**config.mk**
```make
export PLATFORM = sky130hd
export DESIGN_NAME = nest_exc_sequencer
export DESIGN_NICKNAME = d
export VERILOG_FILES = /design/src/rtl/exc_seq_pkg.sv /design/src/rtl/exc_pick.sv /design/src/rtl/act_stack.sv /design/src/rtl/frame_mover.sv /design/src/rtl/nest_exc_sequencer.sv
export SDC_FILE = /design/constraint.sdc
export NUM_CORES = 1
export LEC_CHECK = 0
export BUFFER_PORTS_ARGS = -buffer_cell sky130_fd_sc_hd__buf_2
export CORE_MARGIN = 2
export CORE_UTILIZATION = 55
export DETAILED_ROUTE_END_ITERATION = 10
export PLACE_DENSITY = 0.76
export SLEW_MARGIN = 30
export SYNTH_ARGS = -nofsm -noshare
export SYNTH_HDL_FRONTEND = slang
export SYNTH_SLANG_ARGS = --single-unit
```
**constraint.sdc**
```tcl
create_clock -name clk -period 13.4 [get_ports clk]
set_input_delay 0.67 -clock clk [delete_from_list [all_inputs] [get_ports clk]]
set_output_delay 0.67 -clock clk [all_outputs]
set_load 0.02 [all_outputs]
```
**src/rtl/exc_seq_pkg.sv**
```systemverilog
package exc_seq_pkg;
    typedef enum logic [1:0] {
        S_RUN,
        S_STACK,
        S_WAIT_EXEC,
        S_POP
    } seq_state_t;

    typedef enum logic [1:0] {
        ACT_NONE,
        ACT_PUSH,
        ACT_REPL,
        ACT_POP
    } act_op_t;
endpackage

```
**src/rtl/exc_pick.sv**
```systemverilog
module exc_pick #(
    parameter int N  = 8,
    parameter int PW = 3,
    parameter int IW = 3
) (
    input  logic [N-1:0]    pend,
    input  logic [N*PW-1:0] prio_flat,
    input  logic [PW:0]     mask_lim,
    output logic            win_valid,
    output logic [IW-1:0]   win_num,
    output logic [PW-1:0]   win_prio
);
    logic [N:0]    v_ch;
    logic [PW-1:0] p_ch [N+1];
    logic [IW-1:0] n_ch [N+1];

    assign v_ch[0] = 1'b0;
    assign p_ch[0] = '0;
    assign n_ch[0] = '0;

    // ascending scan with strict compare keeps the lowest number on ties
    for (genvar i = 0; i < N; i++) begin : g_scan
        logic [PW-1:0] pi;
        logic          cand;
        logic          take;
        assign pi   = prio_flat[i*PW +: PW];
        assign cand = pend[i] && ({1'b0, pi} < mask_lim);
        assign take = cand && (!v_ch[i] || (pi < p_ch[i]));
        assign v_ch[i+1] = v_ch[i] | cand;
        assign p_ch[i+1] = take ? pi : p_ch[i];
        assign n_ch[i+1] = take ? IW'(i) : n_ch[i];
    end

    assign win_valid = v_ch[N];
    assign win_num   = n_ch[N];
    assign win_prio  = p_ch[N];
endmodule

```
**src/rtl/act_stack.sv**
```systemverilog
module act_stack
    import exc_seq_pkg::*;
#(
    parameter int PW    = 3,
    parameter int IW    = 3,
    parameter int DEPTH = 8,
    parameter int CW    = 4
) (
    input  logic          clk,
    input  logic          rst_n,
    input  act_op_t       op,
    input  logic [PW-1:0] in_prio,
    input  logic [IW-1:0] in_num,
    output logic [CW-1:0] depth,
    output logic [PW-1:0] top_prio,
    output logic [IW-1:0] top_num,
    output logic [PW-1:0] below_prio
);
    localparam int IXW = $clog2(DEPTH);

    logic [PW-1:0] prio_q [DEPTH];
    logic [IW-1:0] num_q  [DEPTH];
    logic [CW-1:0] cnt;
    logic [IXW-1:0] top_ix;
    logic [IXW-1:0] below_ix;

    assign top_ix   = IXW'(cnt - CW'(1));
    assign below_ix = IXW'(cnt - CW'(2));
    assign depth      = cnt;
    assign top_prio   = (cnt != '0) ? prio_q[top_ix] : '0;
    assign top_num    = (cnt != '0) ? num_q[top_ix] : '0;
    assign below_prio = (cnt > CW'(1)) ? prio_q[below_ix] : '0;

    always_ff @(posedge clk) begin
        if (!rst_n) begin
            cnt <= '0;
            for (int k = 0; k < DEPTH; k++) begin
                prio_q[k] <= '0;
                num_q[k]  <= '0;
            end
        end else begin
            unique case (op)
                ACT_PUSH: begin
                    prio_q[cnt[IXW-1:0]] <= in_prio;
                    num_q[cnt[IXW-1:0]]  <= in_num;
                    cnt <= cnt + CW'(1);
                end
                ACT_REPL: begin
                    prio_q[top_ix] <= in_prio;
                    num_q[top_ix]  <= in_num;
                end
                ACT_POP:  cnt <= cnt - CW'(1);
                ACT_NONE: ;
            endcase
        end
    end


    no_overflow_chk: assert property (@(posedge clk) disable iff (!rst_n)
        (op == ACT_PUSH) |-> (cnt < CW'(DEPTH)));

    no_underflow_chk: assert property (@(posedge clk) disable iff (!rst_n)
        ((op == ACT_POP) || (op == ACT_REPL)) |-> (cnt != '0));
endmodule

```
**src/rtl/frame_mover.sv**
```systemverilog
module frame_mover #(
    parameter int          AW        = 32,
    parameter int          FW        = 8,
    parameter int          BW        = 3,
    parameter logic [31:0] STACK_TOP = 32'h2000_8000
) (
    input  logic          clk,
    input  logic          rst_n,
    input  logic          start,
    input  logic          start_push,
    input  logic          stk_ready,
    output logic          stk_valid,
    output logic          stk_push,
    output logic [AW-1:0] stk_addr,
    output logic [BW-1:0] stk_idx,
    output logic          fin
);
    localparam int FRAME_BYTES = FW * 4;

    logic          active;
    logic          dir;
    logic [BW-1:0] beat;
    logic [AW-1:0] sp;
    logic [AW-1:0] offs;
    logic          last;

    assign offs      = AW'({beat, 2'b00});
    assign last      = (beat == BW'(FW - 1));
    assign fin       = active && stk_ready && last;
    assign stk_valid = active;
    assign stk_push  = dir;
    assign stk_idx   = dir ? beat : (BW'(FW - 1) - beat);
    assign stk_addr  = dir ? (sp - offs - AW'(4)) : (sp + offs);

    always_ff @(posedge clk) begin
        if (!rst_n) begin
            active <= 1'b0;
            dir    <= 1'b0;
            beat   <= '0;
            sp     <= AW'(STACK_TOP);
        end else if (start) begin
            active <= 1'b1;
            dir    <= start_push;
            beat   <= '0;
        end else if (active && stk_ready) begin
            if (last) begin
                active <= 1'b0;
                beat   <= '0;
                sp     <= dir ? (sp - AW'(FRAME_BYTES)) : (sp + AW'(FRAME_BYTES));
            end else begin
                beat <= beat + BW'(1);
            end
        end
    end


    beat_hold_chk: assert property (@(posedge clk) disable iff (!rst_n)
        (stk_valid && !stk_ready) |=> (stk_valid && $stable(stk_addr) && $stable(stk_idx)));

    no_restart_chk: assert property (@(posedge clk) disable iff (!rst_n)
        start |-> !active);
endmodule

```
**src/rtl/nest_exc_sequencer.sv**
```systemverilog
module nest_exc_sequencer
    import exc_seq_pkg::*;
#(
    parameter int          N_EXC       = 8,
    parameter int          PRIO_W      = 3,
    parameter int          FRAME_WORDS = 8,
    parameter int          ADDR_W      = 32,
    parameter logic [31:0] STACK_TOP   = 32'h2000_8000,
    localparam int IW    = $clog2(N_EXC),
    localparam int DEPTH = 1 << PRIO_W,
    localparam int CW    = $clog2(DEPTH + 1),
    localparam int BW    = $clog2(FRAME_WORDS)
) (
    input  logic                    clk,
    input  logic                    rst_n,
    input  logic [N_EXC-1:0]        req_set,
    input  logic [N_EXC*PRIO_W-1:0] exc_prio,
    input  logic [PRIO_W:0]         mask_lim,
    input  logic                    first_exec,
    input  logic                    hdl_done,
    input  logic                    stk_ready,
    output logic                    stk_valid,
    output logic                    stk_push,
    output logic [ADDR_W-1:0]       stk_addr,
    output logic [BW-1:0]           stk_idx,
    output logic                    vec_req,
    output logic [IW-1:0]           vec_num,
    output logic                    thread_mode,
    output logic [CW-1:0]           act_depth,
    output logic [PRIO_W-1:0]       act_prio
);
    seq_state_t state_q, state_d;

    logic [N_EXC-1:0]  pend_q;
    logic [N_EXC-1:0]  clr_vec, rest_vec;
    logic              win_valid;
    logic [IW-1:0]     win_num;
    logic [PRIO_W-1:0] win_prio;
    logic [IW-1:0]     top_num;
    logic [PRIO_W-1:0] below_prio;
    act_op_t           aop;
    logic              mv_start, mv_push, mv_fin;
    logic              preempt_ok, tail_ok, late_ok;

    exc_pick #(.N(N_EXC), .PW(PRIO_W), .IW(IW)) u_pick (
        .pend      (pend_q),
        .prio_flat (exc_prio),
        .mask_lim  (mask_lim),
        .win_valid (win_valid),
        .win_num   (win_num),
        .win_prio  (win_prio)
    );

    act_stack #(.PW(PRIO_W), .IW(IW), .DEPTH(DEPTH), .CW(CW)) u_act (
        .clk        (clk),
        .rst_n      (rst_n),
        .op         (aop),
        .in_prio    (win_prio),
        .in_num     (win_num),
        .depth      (act_depth),
        .top_prio   (act_prio),
        .top_num    (top_num),
        .below_prio (below_prio)
    );

    frame_mover #(.AW(ADDR_W), .FW(FRAME_WORDS), .BW(BW), .STACK_TOP(STACK_TOP)) u_mov (
        .clk        (clk),
        .rst_n      (rst_n),
        .start      (mv_start),
        .start_push (mv_push),
        .stk_ready  (stk_ready),
        .stk_valid  (stk_valid),
        .stk_push   (stk_push),
        .stk_addr   (stk_addr),
        .stk_idx    (stk_idx),
        .fin        (mv_fin)
    );

    assign thread_mode = (act_depth == '0);
    assign preempt_ok  = win_valid && (thread_mode || (win_prio < act_prio));
    assign tail_ok     = win_valid && ((act_depth == CW'(1)) || (win_prio < below_prio));
    assign late_ok     = win_valid && (win_prio < act_prio);
    assign vec_num     = win_num;

    // state register
    always_ff @(posedge clk) begin
        if (!rst_n) state_q <= S_RUN;
        else        state_q <= state_d;
    end

    // pending register: set by requests, cleared on fetch, restored when displaced
    always_ff @(posedge clk) begin
        if (!rst_n) pend_q <= '0;
        else        pend_q <= ((pend_q | req_set) & ~clr_vec) | rest_vec;
    end

    // next state and outputs
    always_comb begin
        state_d  = state_q;
        vec_req  = 1'b0;
        clr_vec  = '0;
        rest_vec = '0;
        aop      = ACT_NONE;
        mv_start = 1'b0;
        mv_push  = 1'b0;
        unique case (state_q)
            S_RUN: begin
                if (hdl_done && !thread_mode) begin
                    if (tail_ok) begin
                        vec_req = 1'b1;
                        clr_vec = N_EXC'(1) << win_num;
                        aop     = ACT_REPL;
                    end else begin
                        mv_start = 1'b1;
                        state_d  = S_POP;
                    end
                end else if (preempt_ok) begin
                    vec_req  = 1'b1;
                    clr_vec  = N_EXC'(1) << win_num;
                    aop      = ACT_PUSH;
                    mv_start = 1'b1;
                    mv_push  = 1'b1;
                    state_d  = S_STACK;
                end
            end
            S_STACK: begin
                if (late_ok) begin
                    vec_req  = 1'b1;
                    clr_vec  = N_EXC'(1) << win_num;
                    rest_vec = N_EXC'(1) << top_num;
                    aop      = ACT_REPL;
                end
                if (mv_fin) state_d = S_WAIT_EXEC;
            end
            S_WAIT_EXEC: begin
                if (first_exec) begin
                    state_d = S_RUN;
                end else if (late_ok) begin
                    vec_req  = 1'b1;
                    clr_vec  = N_EXC'(1) << win_num;
                    rest_vec = N_EXC'(1) << top_num;
                    aop      = ACT_REPL;
                end
            end
            S_POP: begin
                if (mv_fin) begin
                    aop     = ACT_POP;
                    state_d = S_RUN;
                end
            end
        endcase
    end


    pop_no_fetch_chk: assert property (@(posedge clk) disable iff (!rst_n)
        (state_q == S_POP) |-> !vec_req);

    pop_not_thread_chk: assert property (@(posedge clk) disable iff (!rst_n)
        (stk_valid && !stk_push) |-> !thread_mode);

    late_keeps_depth_chk: assert property (@(posedge clk) disable iff (!rst_n)
        (((state_q == S_STACK) || (state_q == S_WAIT_EXEC)) && vec_req) |=> $stable(act_depth));

    preempt_higher_chk: assert property (@(posedge clk) disable iff (!rst_n)
        ((state_q == S_RUN) && vec_req && !hdl_done)
        |=> ((act_prio < $past(act_prio)) || $past(thread_mode)));

    fetch_unmasked_chk: assert property (@(posedge clk) disable iff (!rst_n)
        vec_req |-> ({1'b0, exc_prio[vec_num*PRIO_W +: PRIO_W]} < mask_lim));
endmodule

```
==> results of run 1 <==
## path summary, 6_finish.rpt
kind | from | endpoint | depth (start not counted)
worst max-delay path | mask_lim[1] | vec_req | 39
worst min-delay path | u_act.depth[3]$_SDFFE_PN0P_ | u_act.depth[3]$_SDFFE_PN0P_ | 2
worst max register to register | pend_q[0]$_SDFF_PN0_ | u_act.prio_q[6][2]$_SDFFCE_PN0P_ | 36
worst min register to register | u_act.depth[3]$_SDFFE_PN0P_ | u_act.depth[3]$_SDFFE_PN0P_ | 2
## layout make-up
| cell class | instances | area (sq um) |
|---|---|---|
| Fill cell | 1346 | 5760 |
| Multi-Input combinational cell | 813 | 5640 |
| Sequential cell | 94 | 2360 |
| Timing Repair Buffer | 96 | 507 |
| Inverter | 63 | 236 |
| Tap cell | 188 | 235 |
| Clock buffer | 10 | 229 |
| Clock inverter | 6 | 62.6 |
## logic make-up (layout without fill, tap and decap cells)
| logic type | after synthesis | after routing | share of synthesized area, % |
|---|---|---|---|
| AOI/OAI and AO/OA | 347 | 347 | 27.2 |
| and+or+nand+nor | 325 | 325 | 19.3 |
| DFF | 94 | 94 | 28.2 |
| xor gates and xnor gates | 49 | 49 | 5.12 |
| muxes | 25 | 25 | 5.73 |
| other | 1 | 2 | 0.0447 |
| buffers and inverters | 100 | 175 | 4.67 |
| adders and majority gates | 65 | 65 | 9.79 |
## worst register-to-register path: cells and delay by family (launching register included)
family                   cells  cell delay (ns)
multiplexers                 1             0.46
AND/OR/NAND/NOR              7             2.19
adder cells (fa/ha/maj)      3             0.81
flip-flops                   1             0.34
buffers and inverters        3             0.30
AO/OA/AOI/OAI               22             6.34
## sequential cells by signal (all words and copies together), names as in the netlist
signal / count
pend_q: 8
state_q: 2
u_act.depth: 4
u_act.num_q: 24
u_act.prio_q: 24
u_mov.beat: 3
u_mov.sp: 27
u_mov.stk_push: 1
u_mov.stk_valid: 1
## where the power goes
| part | total (W) | internal [W] | switching [W] |
|---|---|---|---|
| sequential | 0.000379 | 0.000350 | 0.0000288 |
| combinational | 0.00124 | 0.000413 | 0.000828 |
| clock | 0.000259 | 0.000144 | 0.000115 |
| total | 0.00188 | 0.000907 | 0.000971 |
## per-stage QoR
step	setup slack [ns]	util [%]	cell area (sq um)	total power, W
after floorplan	3.27	-	8380	0.00127
after global placement	2.34	59.6	8970	0.00158
after detailed placement	2.00	59.6	8970	0.00159
after CTS	1.86	61.6	9260	0.00185
after global routing	0.823	61.7	9270	0.00201
final	1.56	61.7	9270	0.00188
## Yosys cell counts (7+ instances only)
cell       number
a2111oi_0       7
and3_1          9
o211ai_1        9
o21a_1          8
nand2b_1       20
o2111ai_1       7
a21oi_1       127
and2_1          7
o21ai_1         8
nor2_1         60
edfxtp_1       48
xnor2_1        30
mux4_2         18
nor4_1          7
a31o_2          8
xor2_1         19
o21ai_0        64
a31oi_1        10
or3_1          10
clkbuf_1       29
nand4_1        15
nor3_1         31
nand3_1        56
ha_1           64
a21o_1         18
nand2_1        80
inv_1          61
a211oi_1       11
dfxtp_1        46
## layer usage
layer  up-vias  share of wire [%]  routed length [um]
met5         -                  0                   0
met4         0                2.7                 632
met3        45                8.4                2000
met2       401                 46               10800
met1      3850                 43               10300
li1       3944                  -                   -
==> metrics.md, run 1 <==
| Metric | Value |
|---|---|
| Avg WL per Cell | 18.7 um |
| Die area | 16200 sq um |
| H-tree depth | 3 |
| Peak VDD IR | 115 uV |
| PortBufs | 87 |
| Min-Delay Path Class | flop to flop |
| Clk buf depth | 2 |
| Post-layout net count | 1183 |
| Placeable Area | 15000 sq um |
| Clock-pin slew of the registers on the worst-case setup and hold paths | approximately 0.070 ns |
| # setup viols final | 0 |
| Detailed Route Iter0 Violations | a little under 900 |
| Routed via count | 8240 |
| Met1 Use GR | between 40% and 50% |
| I/O Pins | 90 |
| Synth top area share | 17.2% |
| Static leakage | about 3.9 nW |
| Grt total ovfl | 0 |
| Commonest non-fill, non-tap cell in the layout | a21oi_1 |
| Yosys reg bits | 94 |
| Dpl hpwl | about 17000 um |
| CTS Root Cell | clkbuf_16 |
| Most frequent cells in the layout | a21oi_1 (127), buf_2 (87), nand2_1 (80), o21ai_0 (64), ha_1 (64) |
| Mapped cell area | 8380 sq um |
| Pwr/cell area | ~200 nW/um^2 |
| Main synth FF type | edfxtp_1 |
| Max Fanout on Critical Path | 9 |
| CTS resizes | 0 |
| Met3 usage | 5.11% |
| Top post-synthesis cells by area | edfxtp_1 (17%), dfxtp_1 (11%), ha_1 (9.6%), a21oi_1 (7.6%), mux4_2 (4.8%) |
| FFs w/ async S/R, synth | 0% |
| Status | finished, final reports clean |
| Vias in the first global route | roughly 7500 |
| Worst setup SP type | input pin |
| Post-synthesis cell count | 1006 |
| Required time of the critical path | 12.73 ns |
| Vias per Instance | approximately 6.5 |
| Arrival time at the worst endpoint | 11.17 ns |
| Crit-path slowest cell | a2111oi_0 |
| Initial Utilization | 55.7% |
| Setup tns final | 0 ns |
| Die height | around 130 um |
| Final Hold Viols | 0 |
| Grt peak-use layer | met2 |
| Cell type with the largest total area after synthesis | edfxtp_1 |
| Yosys cell types | 83 |
| Initial antenna violation count | 0 |
| Final-report max-slew violation count | 0 |
| CP top delay family | compound AO/OA/AOI/OAI gates |
| CTS tree | done |
| Tot GR Track Use | 29.5% |
| Clk sinks | 94 |
| Die Width | about 130 um |
| Critical Path Sink Type | output port |
| Register area share after synthesis | 28.2% |
| Detailed Routing Iterations Pass 1 | 6 |
| DRC Markers | 0 |
| Highest cell delay on the worst timing path | 0.59 ns |
| Total wire length | 23700 um |
| Setup bufs post-CTS | 0 |
| Max-Cap Viols | 0 |
| Unrepaired setup endpoints after global routing | no |
| Worst path most repeated cell | a21oi_1 |
| Total CTS buffers | 9 |
| First-pass GRT wire length | a little under 40000 um |
| Final Wtd Congestion | 0.915 |
| Ys Warns | 0 |
| Critical path class | input pin to output port |
| Placed Cells | 1253 |
| Post-route ant nets | 0 |
| Pin count of the biggest net entering global routing | 44 |
| Layout cells sized above 1 | 15.5% |
| Avg Cell Area, Syn | 8.33 sq um |
| # rows | 45 |
| Fmax | 0.0844 GHz |
| EDFF count, synth | 48 |
| Worst clock skew | 0.00744 ns |
| Diode count | 0 |
| Non-Filler Instances | between 1000 and 1500 |
| CP bufs+invs | 5 |
| Clk Latency, worst-skew pair | ~0.36 ns |
| Period utilization | 88.4% |
| Fin Hold WS | between 0.4 and 0.5 ns |
| Period minus WS final | 11.84 ns |
| Post-CTS Hold Buffers | 0 |
| Area grow syn2layout | 10.6% |
| Met2 usage | 47.2% |
| Max-slew headroom | 32.5% |
| Worst slew pin tran | 1.00 ns |
| Worst reg-to-reg setup slack | 2.63 ns |
No activity file was read; power rests on OpenSTA's default activity.
==> run 2, diff against run 1 <==
--- a/config.mk
+++ b/config.mk
@@ -6,10 +6,12 @@
 export NUM_CORES = 1
 export LEC_CHECK = 0
 export BUFFER_PORTS_ARGS = -buffer_cell sky130_fd_sc_hd__buf_2
+export CELL_PAD_IN_SITES_DETAIL_PLACEMENT = 2
+export CELL_PAD_IN_SITES_GLOBAL_PLACEMENT = 2
 export CORE_MARGIN = 2
-export CORE_UTILIZATION = 55
+export CORE_UTILIZATION = 37
 export DETAILED_ROUTE_END_ITERATION = 10
-export PLACE_DENSITY = 0.76
+export PLACE_DENSITY = 0.84
 export SLEW_MARGIN = 30
 export SYNTH_ARGS = -nofsm -noshare
 export SYNTH_HDL_FRONTEND = slang
==> run 2 against run 1 <==
Cell area is 1.5% higher. Register-to-register slack worse by 0.88 ns. Power increased by 7.9%. Count of clock-buffer cells in the layout is 1 lower. Critical path depth stayed put. Fmax is 5.6% lower. Worst hold slack gained 0.031 ns. Sequential power grew 3%. Via count grew 4.0%. Critical endpoint unchanged. Largest power group unchanged. Highest routed layer is now met5.
==> metrics.md, run 2 (same netlist as run 1, synthesis figures left out) <==
| Metric | Value |
|---|---|
| Status | finished, final reports clean |
| Area grow syn2layout | 12.2% |
| Most frequent cells in the layout | a21oi_1 (127), buf_2 (87), nand2_1 (80), o21ai_0 (64), ha_1 (64) |
| Detailed Route Iter0 Violations | 507 (-43%) |
| Non-Filler Instances | 1367 (+7.6%) |
| Cell Area, Placed | 9100 sq um (+1.5%) |
| Largest registers | u_mov.sp: 27 flops, u_act.num_q: 24 flops, u_act.prio_q: 24 flops |
| Post-CTS Hold Buffers | 0 (unchanged) |
| Vias per Instance | 6.27 (-3.4%) |
| Detailed Routing Iterations Pass 1 | 5 (-1) |
| Layout cells sized above 1 | 16.1% (+0.55 points) |
| Min-Delay Path Class | flop to flop |
| Peak VDD IR | 124 uV (+7.7%) |
| Comb pwr share | 67.2% (+1.1 points) |
| Total internal power | 0.000905 W (-0.22%) |
| Psw | 0.00112 W (+15%) |
| Placed Cells | 1351 (+7.8%) |
| Total wire length | 33200 um (+40%) |
| Final Wtd Congestion | 0.834 (-8.9%) |
| Initial antenna violation count | 1 (+1) |
| Commonest non-fill, non-tap cell in the layout | a21oi_1 |
| Arrival time at the worst endpoint | 11.87 ns (+0.70 ns) |
| Most flop-heavy register | u_mov.sp |
| Placeable Area | 22400 sq um (+49%) |
| Routed via count | 8568 (+4.0%) |
| Clk buf depth | 2 (unchanged) |
| Clock-pin slew of the registers on the worst-case setup and hold paths | 0.08 ns (about the same) |
| Avg WL per Cell | 24.3 um (+30%) |
| Tot GR Track Use | 27.9% (-1.7 points) |
| Worst setup SP type | input pin |
| CTS resizes | 0 (unchanged) |
| Required time of the critical path | 12.73 ns (about the same) |
| Clk sinks | 94 (unchanged) |
| Static leakage | 3.91 nW (+0.36%) |
| Initial Utilization | 37.4% (-18 points) |
| H-tree depth | 3 (unchanged) |
| CTS tree | done |
| Period utilization | 93.6% (+5.2 points) |
| Grt total ovfl | 0 (unchanged) |
| Diode count | 0 (unchanged) |
| Setup tns final | 0 ns (unchanged) |
| Pwr Total | 0.00203 W (+7.9%) |
| First-pass GRT wire length | 52900 um (+37%) |
| Highest cell delay on the worst timing path | 0.77 ns (+0.18 ns) |
| I/O Pins | 90 (unchanged) |
| Met2 wire length | 16500 um (+53%) |
| Die Width | 155 um (+21%) |
| Fmax | 0.0797 GHz (-5.6%) |
| Critical Path Sink Type | output port |
| Die area | 23900 sq um (+47%) |
| Pwr/cell area | 215 nW/um^2 (+6.4%) |
| Worst clock skew | 0.0127 ns (+0.00524 ns) |
| Max Fanout on Critical Path | 9 (unchanged) |
| Max-slew headroom | 36.2% (+3.7 points) |
| M1 wire length | 14500 um (+41%) |
| Worst slack at placement | 1.40 ns (-0.598 ns) |
| Seq pwr share | 19.3% (-0.9 points) |
| # setup viols final | 0 (unchanged) |
| DRC Markers | 0 (unchanged) |
| Die height | 155 um (+21%) |
| Post-route ant nets | 0 (unchanged) |
| Sw Share | 55.3% (+3.6 points) |
| Worst Setup Slack, final | 0.857 ns (-0.698 ns) |
| Dpl hpwl | 24300 um (+39%) |
| # rows | 55 (+22%) |
| Vias in the first global route | 9196 (+22%) |
| Clock power frac | 13.4% (-0.4 points) |
| Total CTS buffers | 9 (unchanged) |
| Final-report max-slew violation count | 0 (unchanged) |
| Met3 WL | 1410 um (-30%) |
| CTS Root Cell | clkbuf_16 |
| Unrepaired setup endpoints after global routing | no |
| Worst slew pin tran | 0.957 ns (-0.0481 ns) |
| Critical path class | input pin to output port |
| Period minus WS final | 12.54 ns (+0.698 ns) |
| Post-layout net count | 1183 (unchanged) |
| Flip-flop count of the largest register after layout | 27 (unchanged) |
| Max-Cap Viols | 0 (unchanged) |
| PortBufs | 87 (unchanged) |
| Setup bufs post-CTS | 0 (unchanged) |
| Final Cell Area | 9410 sq um (+1.5%) |
| Crit-path slowest cell | o21ai_1 |
| Clk Latency, worst-skew pair | 0.37 ns (about the same) |
| Pin count of the biggest net entering global routing | 44 (unchanged) |
| Top sig layer | met5 |
| Final Hold Viols | 0 (unchanged) |
## run 2: final timing paths
path                            start                                to  slack [ns]  cells past startpoint
min          u_mov.sp[9]$_SDFFE_PN0P_          u_mov.sp[9]$_SDFFE_PN0P_        0.52                      2
max                       mask_lim[1]                           vec_req        0.86                     39
max reg2reg      pend_q[0]$_SDFF_PN0_  u_act.prio_q[5][2]$_SDFFCE_PN0P_        1.75                     36
min reg2reg  u_mov.sp[9]$_SDFFE_PN0P_          u_mov.sp[9]$_SDFFE_PN0P_        0.52                      2
## run 2: final cells by class
cell class	count	area (sq um)
multi-input cells	813	5650
clock inverters	7	72.6
clock buffers	9	225
inverters	63	236
well taps	285	357
repair buffers	96	503
fillers	2554	13000
flip-flops and latches	94	2360
## run 2: routing by layer
layer	vias up	track usage (%)
li1	3925	-
met1	4337	35.1
met2	244	49.4
met3	60	3.53
met4	2	9.48
met5	-	0
## run 2: through the flow
| stage | utilization, % | hold slack [ns] |
|---|---|---|
| after floorplan | - | 0.474 |
| after global placement | 40.5 | 0.492 |
| after detailed placement | 40.5 | 0.513 |
| after CTS | 41.9 | 0.524 |
| after global routing | 41.9 | 0.566 |
| final | 41.9 | 0.521 |
## run 2: power groups by stage
stage	combinational, W	sequential (W)	clock [W]
5_1_grt	0.00146	0.000396	0.000284
4_1_cts	0.00134	0.000391	0.000277
6_report	0.00136	0.000391	0.000272
2_1_floorplan	0.000887	0.000385	0
3_3_place_gp	0.00125	0.000392	0
3_5_place_dp	0.00131	0.000397	0
## run 2: critical path: cells and delay by family
kind	cells	cell delay (ns)
compound gates	21	6.66
simple gates	8	2.08
fa+ha+maj	4	1.18
buf+inv	5	0.83
mux	1	0.43
==> run 3, diff against run 2 <==
--- a/config.mk
+++ b/config.mk
@@ -6,12 +6,14 @@
 export NUM_CORES = 1
 export LEC_CHECK = 0
 export BUFFER_PORTS_ARGS = -buffer_cell sky130_fd_sc_hd__buf_2
+export CAP_MARGIN = 15
 export CELL_PAD_IN_SITES_DETAIL_PLACEMENT = 2
 export CELL_PAD_IN_SITES_GLOBAL_PLACEMENT = 2
 export CORE_MARGIN = 2
 export CORE_UTILIZATION = 37
 export DETAILED_ROUTE_END_ITERATION = 10
 export PLACE_DENSITY = 0.84
+export REMOVE_ABC_BUFFERS = 1
 export SLEW_MARGIN = 30
 export SYNTH_ARGS = -nofsm -noshare
 export SYNTH_HDL_FRONTEND = slang
==> run 3 against run 2 <==
Combinational power hardly changed. Global-route usage fell by 0.97 points. Cell area fell by 0.15%. Clock power shrank 3%. Register-to-register slack improved by 0.53 ns. Die area stayed put. Sequential cell count is the same. Final cell count did not move. Via count shrank 1.8%. Fmax increased by 2.5%. Utilization decreased by 0.061 points. Highest routed layer is now met4.
==> metrics.md, run 3 (same netlist as run 1, synthesis figures left out) <==
| Metric | Value |
|---|---|
| Clock-pin slew of the registers on the worst-case setup and hold paths | 0.08 ns (about the same) |
| Final-layout fill cell count | 2587 (+1.3%) |
| Largest registers | u_mov.sp: 27 flops, u_act.num_q: 24 flops, u_act.prio_q: 24 flops |
| Placeable Area | 22400 sq um (unchanged) |
| Met2 usage | 46.8% (-2.6 points) |
| Period minus WS final | 12.24 ns (-0.302 ns) |
| Dpl hpwl | 23700 um (-2.5%) |
| Required time of the critical path | 12.73 ns (about the same) |
| # setup viols final | 0 (unchanged) |
| PortBufs | 87 (unchanged) |
| Post-CTS Hold Buffers | 0 (unchanged) |
| Setup tns final | 0 ns (unchanged) |
| CTS tree | done |
| Clk buf depth | 2 (unchanged) |
| Flip-flop count of the largest register after layout | 27 (unchanged) |
| Final Hold Viols | 0 (unchanged) |
| Vias per Instance | 6.16 (-1.8%) |
| Total wire length | 31800 um (-4.2%) |
| CTS Root Cell | clkbuf_16 |
| Routed via count | 8414 (-1.8%) |
| DRC Markers | 0 (unchanged) |
| Arrival time at the worst endpoint | 11.57 ns (-0.30 ns) |
| Tot GR Track Use | 26.9% (-0.97 points) |
| H-tree depth | 3 (unchanged) |
| Layout cells sized above 1 | 16.0% (-0.078 points) |
| Detailed Routing Iterations Pass 1 | 4 (-1) |
| Die height | 155 um (unchanged) |
| Pin count of the biggest net entering global routing | 44 (unchanged) |
| Max Fanout on Critical Path | 9 (unchanged) |
| Worst path most repeated cell | a21oi_1 |
| Setup bufs post-CTS | 0 (unchanged) |
| Clk sinks | 94 (unchanged) |
| Final Wtd Congestion | 0.890 (+6.7%) |
| Area grow syn2layout | 12.1% |
| Avg WL per Cell | 23.3 um (-4.2%) |
| Grt total ovfl | 0 (unchanged) |
| Initial antenna violation count | 0 (-1) |
| Fmax | 0.0817 GHz (+2.5%) |
| Pwr Total | 0.00198 W (-2.1%) |
| Max-slew headroom | 34.3% (-1.9 points) |
| Post-layout net count | 1182 (-0.085%) |
| Fin Hold WS | 0.534 ns (+0.0129 ns) |
| Highest cell delay on the worst timing path | 0.71 ns (-0.06 ns) |
| Die Width | 155 um (unchanged) |
| CTS resizes | 0 (unchanged) |
| Status | finished, final reports clean |
| # rows | 55 (unchanged) |
| First-pass GRT wire length | 50700 um (-4.1%) |
| Pwr/cell area | 211 nW/um^2 (-2.0%) |
| Die area | 23900 sq um (unchanged) |
| Post-route ant nets | 0 (unchanged) |
| Total CTS buffers | 9 (unchanged) |
| Clk Latency, worst-skew pair | 0.37 ns (about the same) |
| Min-Delay Path Class | flop to flop |
| Critical Path Sink Type | output port |
| Commonest non-fill, non-tap cell in the layout | a21oi_1 |
| Worst slew pin tran | 0.960 ns (+0.00339 ns) |
| Worst clock skew | 0.0111 ns (-0.00157 ns) |
| Unrepaired setup endpoints after global routing | no |
| Most frequent cells in the layout | a21oi_1 (127), buf_2 (87), nand2_1 (80), o21ai_0 (64), ha_1 (64) |
| Worst slack at placement | 1.30 ns (-0.100 ns) |
| Initial Utilization | 37.4% (unchanged) |
| Most flop-heavy register | u_mov.sp |
| I/O Pins | 90 (unchanged) |
| Peak VDD IR | 116 uV (-6.7%) |
| Worst Setup Slack, final | 1.16 ns (+0.302 ns) |
| Vias in the first global route | 9081 (-1.3%) |
| Static leakage | 3.89 nW (-0.35%) |
| Detailed Route Iter0 Violations | 477 (-5.9%) |
| Grt peak-use layer | met2 |
| Final-report max-slew violation count | 0 (unchanged) |
| Max-Cap Viols | 0 (unchanged) |
| Worst setup SP type | input pin |
| Met1 Use GR | 34.7% (-0.40 points) |
| Met3 usage | 3.56% (+0.028 points) |
| Critical path class | input pin to output port |
| Crit-path slowest cell | o21ai_1 |
| Period utilization | 91.3% (-2.3 points) |
-- run 3: worst max-delay path: cells and delay by family --
family                     cells  cell delay, ns
adders and majority gates      4            1.18
AOI/OAI and AO/OA             22            6.44
muxes                          1            0.45
and+or+nand+nor                7            1.91
buffers and inverters          5            0.92
-- run 3: metal layers --
metal	part of all wire, %	routed length [um]
met5	0	0
met3	4.3	1370
met1	44	14100
met4	2.8	877
met2	49	15500
-- run 3: worst paths after layout --
check / depth (start not counted) / from / endpoint / slack [ns]
min reg2reg: 2 / u_mov.sp[5]$_SDFFE_PN0P_ / u_mov.sp[5]$_SDFFE_PN0P_ / 0.53
max: 39 / mask_lim[1] / vec_req / 1.16
max reg2reg: 36 / pend_q[0]$_SDFF_PN0_ / u_act.num_q[3][1]$_SDFFCE_PN0P_ / 2.28
min: 2 / u_mov.sp[5]$_SDFFE_PN0P_ / u_mov.sp[5]$_SDFFE_PN0P_ / 0.53
-- run 3: cell type report --
type / count / area (sq um) / share of cell area [%]
diodes: 1 / 2.50 / 0.0266
clock buffers: 9 / 225 / 2.40
clock inverters: 7 / 65.1 / 0.693
inverters: 63 / 236 / 2.52
multi-input cells: 813 / 5650 / 60.1
flip-flops and latches: 94 / 2360 / 25.2
well taps: 285 / 357 / 3.80
repair buffers: 95 / 495 / 5.28
-- run 3: per-stage QoR --
step                      util [%]  cell area (sq um)  instances
final                         41.9               9390       1367
after global placement        40.5               9090       1350
after floorplan                  -               8230        970
after global routing          41.9               9390       1366
after detailed placement      40.6               9100       1350
after CTS                     41.8               9390       1366
-- run 3: where the power goes --
part	internal [W]	switching (W)
sequential	0.000350	0.0000381
clock	0.000131	0.000135
combinational	0.000418	0.000912
total	0.000899	0.00108
